### src/rtl/synth_cfg_pkg.sv
package synth_cfg_pkg;
    localparam int M_W   = 9;
    localparam int NO_W  = 3;
    localparam int NP_W  = 2;
    localparam int SEL_W = 4;
    localparam int TST_W = 2;
    localparam int SR_W  = SEL_W + TST_W + 2 * NO_W + M_W;

    // Field order equals serial arrival order: first bits end up highest.
    typedef struct packed {
        logic [SEL_W-1:0] sel;
        logic [TST_W-1:0] tst;
        logic [NO_W-1:0]  nb;
        logic [NO_W-1:0]  na;
        logic [M_W-1:0]   m;
    } cfg_t;

    typedef enum logic {
        ST_TRACK = 1'b0,
        ST_HOLD  = 1'b1
    } ld_state_e;
endpackage

### src/rtl/synth_cfg_edge.sv
module synth_cfg_edge (
    input  logic clk,
    input  logic rst_n,
    input  logic lvl,
    output logic rise
);
    logic lvl_q;

    always_ff @(posedge clk) begin
        if (!rst_n) lvl_q <= 1'b0;
        else        lvl_q <= lvl;
    end

    assign rise = lvl & ~lvl_q;

    // a held level yields no second edge
    a_r11_single_edge: assert property (@(posedge clk) disable iff (!rst_n)
        rise |=> !rise);
endmodule

### src/rtl/synth_cfg_shifter.sv
module synth_cfg_shifter #(
    parameter int W = 21
) (
    input  logic         clk,
    input  logic         rst_n,
    input  logic         shift_en,
    input  logic         din,
    output logic [W-1:0] word
);
    always_ff @(posedge clk) begin
        if (!rst_n)        word <= '0;
        else if (shift_en) word <= {word[W-2:0], din};
    end

    // new bit enters at position 0, older bits move up
    a_r4_shift_in: assert property (@(posedge clk) disable iff (!rst_n)
        shift_en |=> (word[0] == $past(din)) && (word[W-1:1] == $past(word[W-2:0])));
endmodule

### src/rtl/synth_cfg_range.sv
module synth_cfg_range #(
    parameter int W   = 9,
    parameter int LO  = 140,
    parameter int HI  = 175
) (
    input  logic [W-1:0] value,
    output logic         outside
);
    localparam logic [W-1:0] LO_V = W'(LO);
    localparam logic [W-1:0] HI_V = W'(HI);

    assign outside = (value < LO_V) || (value > HI_V);
endmodule

### src/rtl/synth_cfg_loader.sv
module synth_cfg_loader
    import synth_cfg_pkg::*;
#(
    parameter int M_RESET = 160,
    parameter int M_MIN   = 140,
    parameter int M_MAX   = 175
) (
    input  logic             clk,
    input  logic             rst_n,
    input  logic             par_load,
    input  logic [M_W-1:0]   par_m,
    input  logic [NP_W-1:0]  par_na,
    input  logic [NP_W-1:0]  par_nb,
    input  logic             ser_clk,
    input  logic             ser_data,
    input  logic             ser_xfer,
    output logic [M_W-1:0]   act_m,
    output logic [NO_W-1:0]  act_na,
    output logic [NO_W-1:0]  act_nb,
    output logic [SEL_W-1:0] act_sel,
    output logic [TST_W-1:0] act_test,
    output logic             m_out_of_range
);
    localparam int EXT_W = NO_W - NP_W;

    ld_state_e state_q, state_d;
    cfg_t      cur_q;
    cfg_t      sr_cfg;
    logic [SR_W-1:0] sr_word;
    logic      sclk_rise, xfer_rise;
    logic      par_cap, xfer_go;

    synth_cfg_edge u_sclk_edge (
        .clk(clk), .rst_n(rst_n), .lvl(ser_clk), .rise(sclk_rise)
    );
    synth_cfg_edge u_xfer_edge (
        .clk(clk), .rst_n(rst_n), .lvl(ser_xfer), .rise(xfer_rise)
    );

    synth_cfg_shifter #(.W(SR_W)) u_shift (
        .clk      (clk),
        .rst_n    (rst_n),
        .shift_en (par_load & sclk_rise),
        .din      (ser_data),
        .word     (sr_word)
    );

    assign sr_cfg = cfg_t'(sr_word);

    // State register
    always_ff @(posedge clk) begin
        if (!rst_n) state_q <= ST_HOLD;
        else        state_q <= state_d;
    end

    // Transition and control decode
    always_comb begin
        state_d = state_q;
        par_cap = 1'b0;
        xfer_go = 1'b0;
        unique case (state_q)
            ST_TRACK: begin
                par_cap = 1'b1;              // tracking, or capture on rise
                if (par_load) state_d = ST_HOLD;
            end
            ST_HOLD: begin
                if (!par_load) begin
                    par_cap = 1'b1;
                    state_d = ST_TRACK;      // release
                end else begin
                    xfer_go = xfer_rise;
                end
            end
        endcase
    end

    // Active registers
    always_ff @(posedge clk) begin
        if (!rst_n) begin
            cur_q.m   <= M_W'(M_RESET);
            cur_q.na  <= '0;
            cur_q.nb  <= '0;
            cur_q.sel <= '0;
            cur_q.tst <= '0;
        end else if (par_cap) begin
            cur_q.m  <= par_m;
            cur_q.na <= {{EXT_W{1'b0}}, par_na};
            cur_q.nb <= {{EXT_W{1'b0}}, par_nb};
        end else if (xfer_go) begin
            cur_q <= sr_cfg;
        end
    end

    // Outputs: transparent while strobe low
    always_comb begin
        act_sel  = cur_q.sel;
        act_test = cur_q.tst;
        if (!par_load) begin
            act_m  = par_m;
            act_na = {{EXT_W{1'b0}}, par_na};
            act_nb = {{EXT_W{1'b0}}, par_nb};
        end else begin
            act_m  = cur_q.m;
            act_na = cur_q.na;
            act_nb = cur_q.nb;
        end
    end

    synth_cfg_range #(.W(M_W), .LO(M_MIN), .HI(M_MAX)) u_range (
        .value   (act_m),
        .outside (m_out_of_range)
    );

    // first high cycle of the strobe stores the parallel inputs
    a_r3_capture: assert property (@(posedge clk) disable iff (!rst_n)
        (state_q == ST_TRACK && par_load) |=> (act_m == $past(par_m)) || !par_load);

    // held strobe without transfer edge keeps the settings
    a_r4_hold: assert property (@(posedge clk) disable iff (!rst_n)
        (state_q == ST_HOLD && par_load && !xfer_rise) |=> $stable(cur_q));

    // transfer copies select from the shift register
    a_r6_xfer: assert property (@(posedge clk) disable iff (!rst_n)
        xfer_go |=> (act_sel == $past(sr_word[SR_W-1 -: SEL_W])));

    // capture beats a simultaneous transfer
    a_r8_priority: assert property (@(posedge clk) disable iff (!rst_n)
        (state_q == ST_TRACK && par_load && xfer_rise) |=> $stable(act_sel) && $stable(act_test));

    // serial activity while strobe low leaves select untouched
    a_r7_low_ignore: assert property (@(posedge clk) disable iff (!rst_n)
        !par_load |=> $stable(act_sel) && $stable(act_test));
endmodule

### config.mk
export PLATFORM = sky130hd
export DESIGN_NAME = synth_cfg_loader
export DESIGN_NICKNAME = d
export VERILOG_FILES = /design/src/rtl/synth_cfg_pkg.sv /design/src/rtl/synth_cfg_edge.sv /design/src/rtl/synth_cfg_shifter.sv /design/src/rtl/synth_cfg_range.sv /design/src/rtl/synth_cfg_loader.sv
export SDC_FILE = /design/constraint.sdc
export NUM_CORES = 1
export LEC_CHECK = 0
export ABC_AREA = 1
export BUFFER_PORTS_ARGS = -buffer_cell sky130_fd_sc_hd__buf_2
export CAP_MARGIN = 20
export CORE_AREA = 2 2 56 79
export DETAILED_ROUTE_END_ITERATION = 10
export DIE_AREA = 0 0 58 81
export HOLD_SLACK_MARGIN = 0.05
export PLACE_DENSITY = 0.74
export SLEW_MARGIN = 25
export SYNTH_ARGS = -nofsm -noshare
export SYNTH_HDL_FRONTEND = slang
export SYNTH_SLANG_ARGS = --single-unit
export TNS_END_PERCENT = 20
### constraint.sdc
create_clock -name clk -period 1.1 [get_ports clk]
set_input_delay 0 -clock clk [delete_from_list [all_inputs] [get_ports clk]]
set_output_delay 0 -clock clk [all_outputs]
set_load 0.01 [all_outputs]
* After elaboration in Yosys (flattened, before gate mapping)
Cells that the tools add are included.
** Storage, ports and cells
- Bits in registers :: 45
- Bits of input ports :: 19
- Output and inout port bits :: 22
- Word-level logic and storage cells :: 35
** Cells by class
- Magnitude comparators :: 2
- Muxes and demuxes :: 10
- Bitwise logic cells :: 8
- Reduce and logical (&&, ||, !) cells :: 4
** Operators by type and width (count)
- two-way mux 14 bit :: 2
- > comparator 9 x 8 -> 1 bit, second input constant :: 1
- less-than comparator 9 x 8 -> 1 bit, second input constant :: 1
- two-way mux 9 bit :: 1
- two-way mux 3 bit :: 2
- NOT 1 bit :: 5
- two-way mux 1 bit :: 4
- bitwise AND 1 bit :: 3
- one-hot mux 1 bit (2 select lines) :: 1
- AND reduction 2 bit :: 1
- nonzero test 2 bit :: 1
- OR reduction 2 bit :: 1
- logical OR 1 bit :: 1

* Depth between registers and ports, before layout
- Word-level depth :: 6
- Depth in mapped cells :: 8
- Gate-level depth less buffers :: 6

* Modules after synthesis
A second synthesis with hierarchy kept.
** Unflattened totals
- Cell total of the unflattened synthesis :: 344
- Area total of the unflattened synthesis :: 2260.9 um^2
** Modules (own cells, without submodules)
- synth_cfg_loader :: times used 1, cells an instance 193, area each 1261.2 um^2, sequential area each 440.4 um^2
- synth_cfg_shifter :: times used 1, cells an instance 133, area each 885.8 um^2, sequential area each 420.4 um^2
- synth_cfg_edge :: times used 2, cells an instance 5, area each 37.5 um^2, sequential area each 20.0 um^2
- synth_cfg_range :: times used 1, cells an instance 8, area each 38.8 um^2, sequential area each 0.0 um^2

* Worst setup path after synthesis
Ideal clock, no wire load.
- Kind :: flip-flop to flip-flop
- Start :: reg u_xfer_edge.lvl_q
- End :: reg cur_q[0] in the netlist's numbering
- Library setup time :: 0.056 ns
- Data arrival time :: 0.906 ns
- Required time :: 1.044 ns
- Path slack :: 0.138 ns
- Stages on the path, launching flop included :: 8
- Path buffers :: 1
- Clock period less this slack :: 0.962 ns
- Cells stage by stage :: dfxtp_1 -> inv_2 -> nand2_2 -> buf_2 -> nand3_1 -> nand3_1 -> nand2_1 -> inv_1
** Between the ends
- Word-level cells in the longest chain between the ends :: 5
** Ends and longest elaborated chain
- start: declaration :: line synth_cfg_edge.sv:7 : logic lvl_q;
- start signal: assignment :: line synth_cfg_edge.sv:11 : else lvl_q <= lvl;
- NOT 1 bit :: line synth_cfg_edge.sv:14 : assign rise = lvl & ~lvl_q;
- bitwise AND 1 bit :: line synth_cfg_edge.sv:14
- two-way mux 1 bit :: line synth_cfg_loader.sv:67 : if (!par_load) begin
- two-way mux 1 bit :: line synth_cfg_loader.sv:61 : unique case (state_q)
- nonzero test 2 bit (no source line)
- end signal: assignment :: line synth_cfg_loader.sv:90 : cur_q <= sr_cfg;
- end: declaration :: line synth_cfg_loader.sv:27 : cfg_t cur_q;
No other way between the ends.
A chain may end at the register's enable or synchronous reset.

* Worst setup path in the final report
- Start :: reg cur_q[8] in the netlist's numbering
- End :: out m_out_of_range
** Between the ends
- Word-level cells in the longest chain between the ends :: 3
- Elaborated cells between the ends (all ways) :: 4
- Those cells by class :: order compare (2); mux (1); reduce/logical (1)
** Ends and longest elaborated chain
- two-way mux 9 bit * :: line synth_cfg_loader.sv:98 : if (!par_load) begin
- less-than comparator 9 x 8 -> 1 bit / > comparator 9 x 8 -> 1 bit (equally long branches) :: line synth_cfg_range.sv:12 : assign outside = (value < LO_V) || (value > HI_V);
- logical OR 1 bit * :: line synth_cfg_range.sv:12
- end: declaration :: line synth_cfg_loader.sv:22 : output logic m_out_of_range
Mark *: on every way between the ends. The rest lies on a longest branch, timed or not.

==> metrics <==
Cell Rows=28; final hold slack=slightly above 0.08 ns; Reg power frac=53.0%; worst hold path depth=3; Via density=4.92; Async S/R FF share, synth=0%; CTS buffer count=5; vias in the first global route=around 1700; Core Region=~4100 sq um; Pwr per Cell Area=roughly 1300 nW/um^2; drt initial violations=34; Worst setup EP type=primary output; die area=~4700 sq um; max_slew headroom=78.8%; IO Count=between 40 and 50; top-count cell post-synth=nand2_1; final hold violation count=0; critical-path maximum fanout=2; FF-to-FF path depth=4; peak supply drop=between 0.9 and 1 mV; top cells by area, synth=dfxtp_1 43%, nand2_1 13%, nor2_1 11%, nand3_1 9.1%, o21ai_0 6.7%; failing checks=setup timing; Clock Pin Slew Worst Setup and Hold Paths=~0.08 ns; Int Pwr=0.00248 W; most frequent cells after synthesis=72 x nand2_1, 60 x nor2_1, 45 x dfxtp_1; DP HPWL=slightly above 3 mm; FMAX=~0.90 GHz; Synth Instances=300; Sink Count=between 40 and 50; Final Cycle Share=101%; # DRC=0; outcome=finished, violations left; Yosys reg bits=45; initial core utilization=51.6%; ys flop type=dfxtp_1; Max Transition Viols Final=0; Final Net Count=~370; Post-synth EDFFs=0; Port Buffers=40; Routed wire per std cell=roughly 11 um; DRT Pass-1 Iters=4; CTS tree=done; Syn Area/Cell=6.99 sq um; via count=between 1500 and 2000; Die Ht=approximately 81 um; Power, Total=between 0.003 and 0.004 W; Clock Latency Late Sink=a little under 0.3 ns; Setup CP Type=flop to primary output; Clock Tree Root=clkbuf_8; FILL cells=379; switching share of total power=a little over a quarter; post-synth top area share=43.0%; Synth cell types=19; Psw=0.000904 W; Layout Skew=about 0.0066 ns; MaxCap Viol Count=0; GRT overflow=0; Worst-Margin Slew=0.318 ns; DRT antenna net count=0; crit path DAT=approximately 1.1 ns; GRT Util Overall=20.3%; YS warnings=0; clock power share=between 20% and 30%; most area-hungry cell type in the Yosys netlist=dfxtp_1; first-pass GRT wire length=roughly 7.4 mm; setup slack after layout=-0.0102 ns; Period minus WS final=roughly 1.1 ns; post-synthesis sequential area ratio=43.0%; routability cong.=about 0.80; TNS Setup=-0.0102 ns; post-synth design cell area=roughly 2100 sq um; Detailed Route WL=between 4 and 5 mm; RSZ-0062 raised after global routing=true; syn nets=~320; Worst EP required=roughly 1.1 ns; P_leak=1.36 nW; area grow syn2layout=22.3%; layout cell share with drive strength beyond 1=22.2%; startpoint type of the worst setup path=flop; initial antenna violation count=0; Logic pwr share=between 15 and 20%; setup violators final=1; n_diodes=0; CTS max path bufs=2; Die Width=between 50 and 60 um; min-delay worst type=input pin to flop; H-tree depth=2; largest net degree at the start of global routing=22
power groups by stage:
stage,logic (W),registers [W],clock network [W]
4_1_cts,0.000551,0.00179,0.00103
3_3_place_gp,0.000495,0.00183,0
2_1_floorplan,0.000386,0.00181,0
5_1_grt,0.000658,0.00181,0.00108
3_5_place_dp,0.000504,0.00183,0
6_report,0.000581,0.00180,0.00101
critical path, stage by stage (launching register included):
cell	delay (ns)
dfxtp_2	0.33
inv_2	0.03
nand2_1	0.04
nand2_1	0.07
nand2_1	0.05
nor2_1	0.10
nand3_1	0.07
buf_2	0.14
stage by stage:
step	setup slack [ns]	std cells	area [sq um]	utilization, %
floorplan	0.138	300	2100	-
global placement	0.0526	371	2250	55.4
detailed placement	0.0460	371	2250	55.4
CTS	-0.0229	394	2500	61.5
global route	-0.0597	397	2560	63.1
finish	-0.0102	397	2560	63.1
layout make-up:
cell class                 instances  area, sq um  share of cell area, %
inverter                          25          106                   4.15
multi-input combinational        208          933                   36.4
timing repair buffer              67          478                   18.6
tap                               45         56.3                   2.20
clock buffer                       7         86.3                   3.37
sequential                        45          905                   35.3
kinds of logic (layout without fill, tap and decap cells):
logic type | Yosys count | after routing | synth area share, %
AO/OA/AOI/OAI | 31 | 31 | 7.40
buffers and inverters | 47 | 99 | 13.2
flip-flops | 45 | 45 | 43.0
AND/OR/NAND/NOR | 177 | 177 | 36.4
state kept, by name, summed over array words and instances (netlist names):
signal and count:
u_shift.word 21, cur_q 15, act_sel 4, act_test 2
state_q 1, u_sclk_edge.lvl_q 1, u_xfer_edge.lvl_q 1
path summary, 6_finish.rpt:
check | start | end | slack, ns
min reg2reg | cur_q[11] | cur_q[11] | 0.48
min | rst_n | u_xfer_edge.lvl_q | 0.08
max reg2reg | state_q | cur_q[5] | 0.08
max | cur_q[8] | m_out_of_range | -0.01
metal layers:
metal | vias to the layer above | GRT usage (%) | share of wire, %
li1 | 1034 | - | -
met1 | 884 | 23.4 | 43
met2 | 30 | 36.5 | 52
met3 | 6 | 4.62 | 3.3
met4 | 0 | 6.74 | 1.3
met5 | - | 0 | 0
placed cells by master, fill, tap and decap left out:
cell,synthesis,final
a21oi_1,2,2
buf_12,0,2
buf_2,3,40
buf_4,10,7
buf_6,7,2
clkbuf_1,2,1
clkbuf_8,0,6
dfxtp_1,45,42
dfxtp_2,0,3
dlygate4sd3_1,0,15
dlymetal6s4s_1,0,1
inv_1,19,18
inv_2,5,4
inv_4,0,2
inv_8,1,1
nand2_1,72,68
nand2_2,1,4
nand2_4,2,3
nand2_8,1,1
nand3_1,38,38
nor2_1,60,60
nor2_2,1,1
nor2_4,2,2
o21ai_0,28,27
o21ai_1,1,2
timing repair:
item / 4_1_cts / 5_1_grt
pin swaps: 0 / 6
resized for setup: 1 / 19
hold buffers: 16 / 0
endpoints found under the setup margin: 1 / 36
buffers inserted: 0 / 2
gates cloned: 0 / 1
endpoints found under the hold margin: 16 / 0
(Power assumes the default switching activity.)
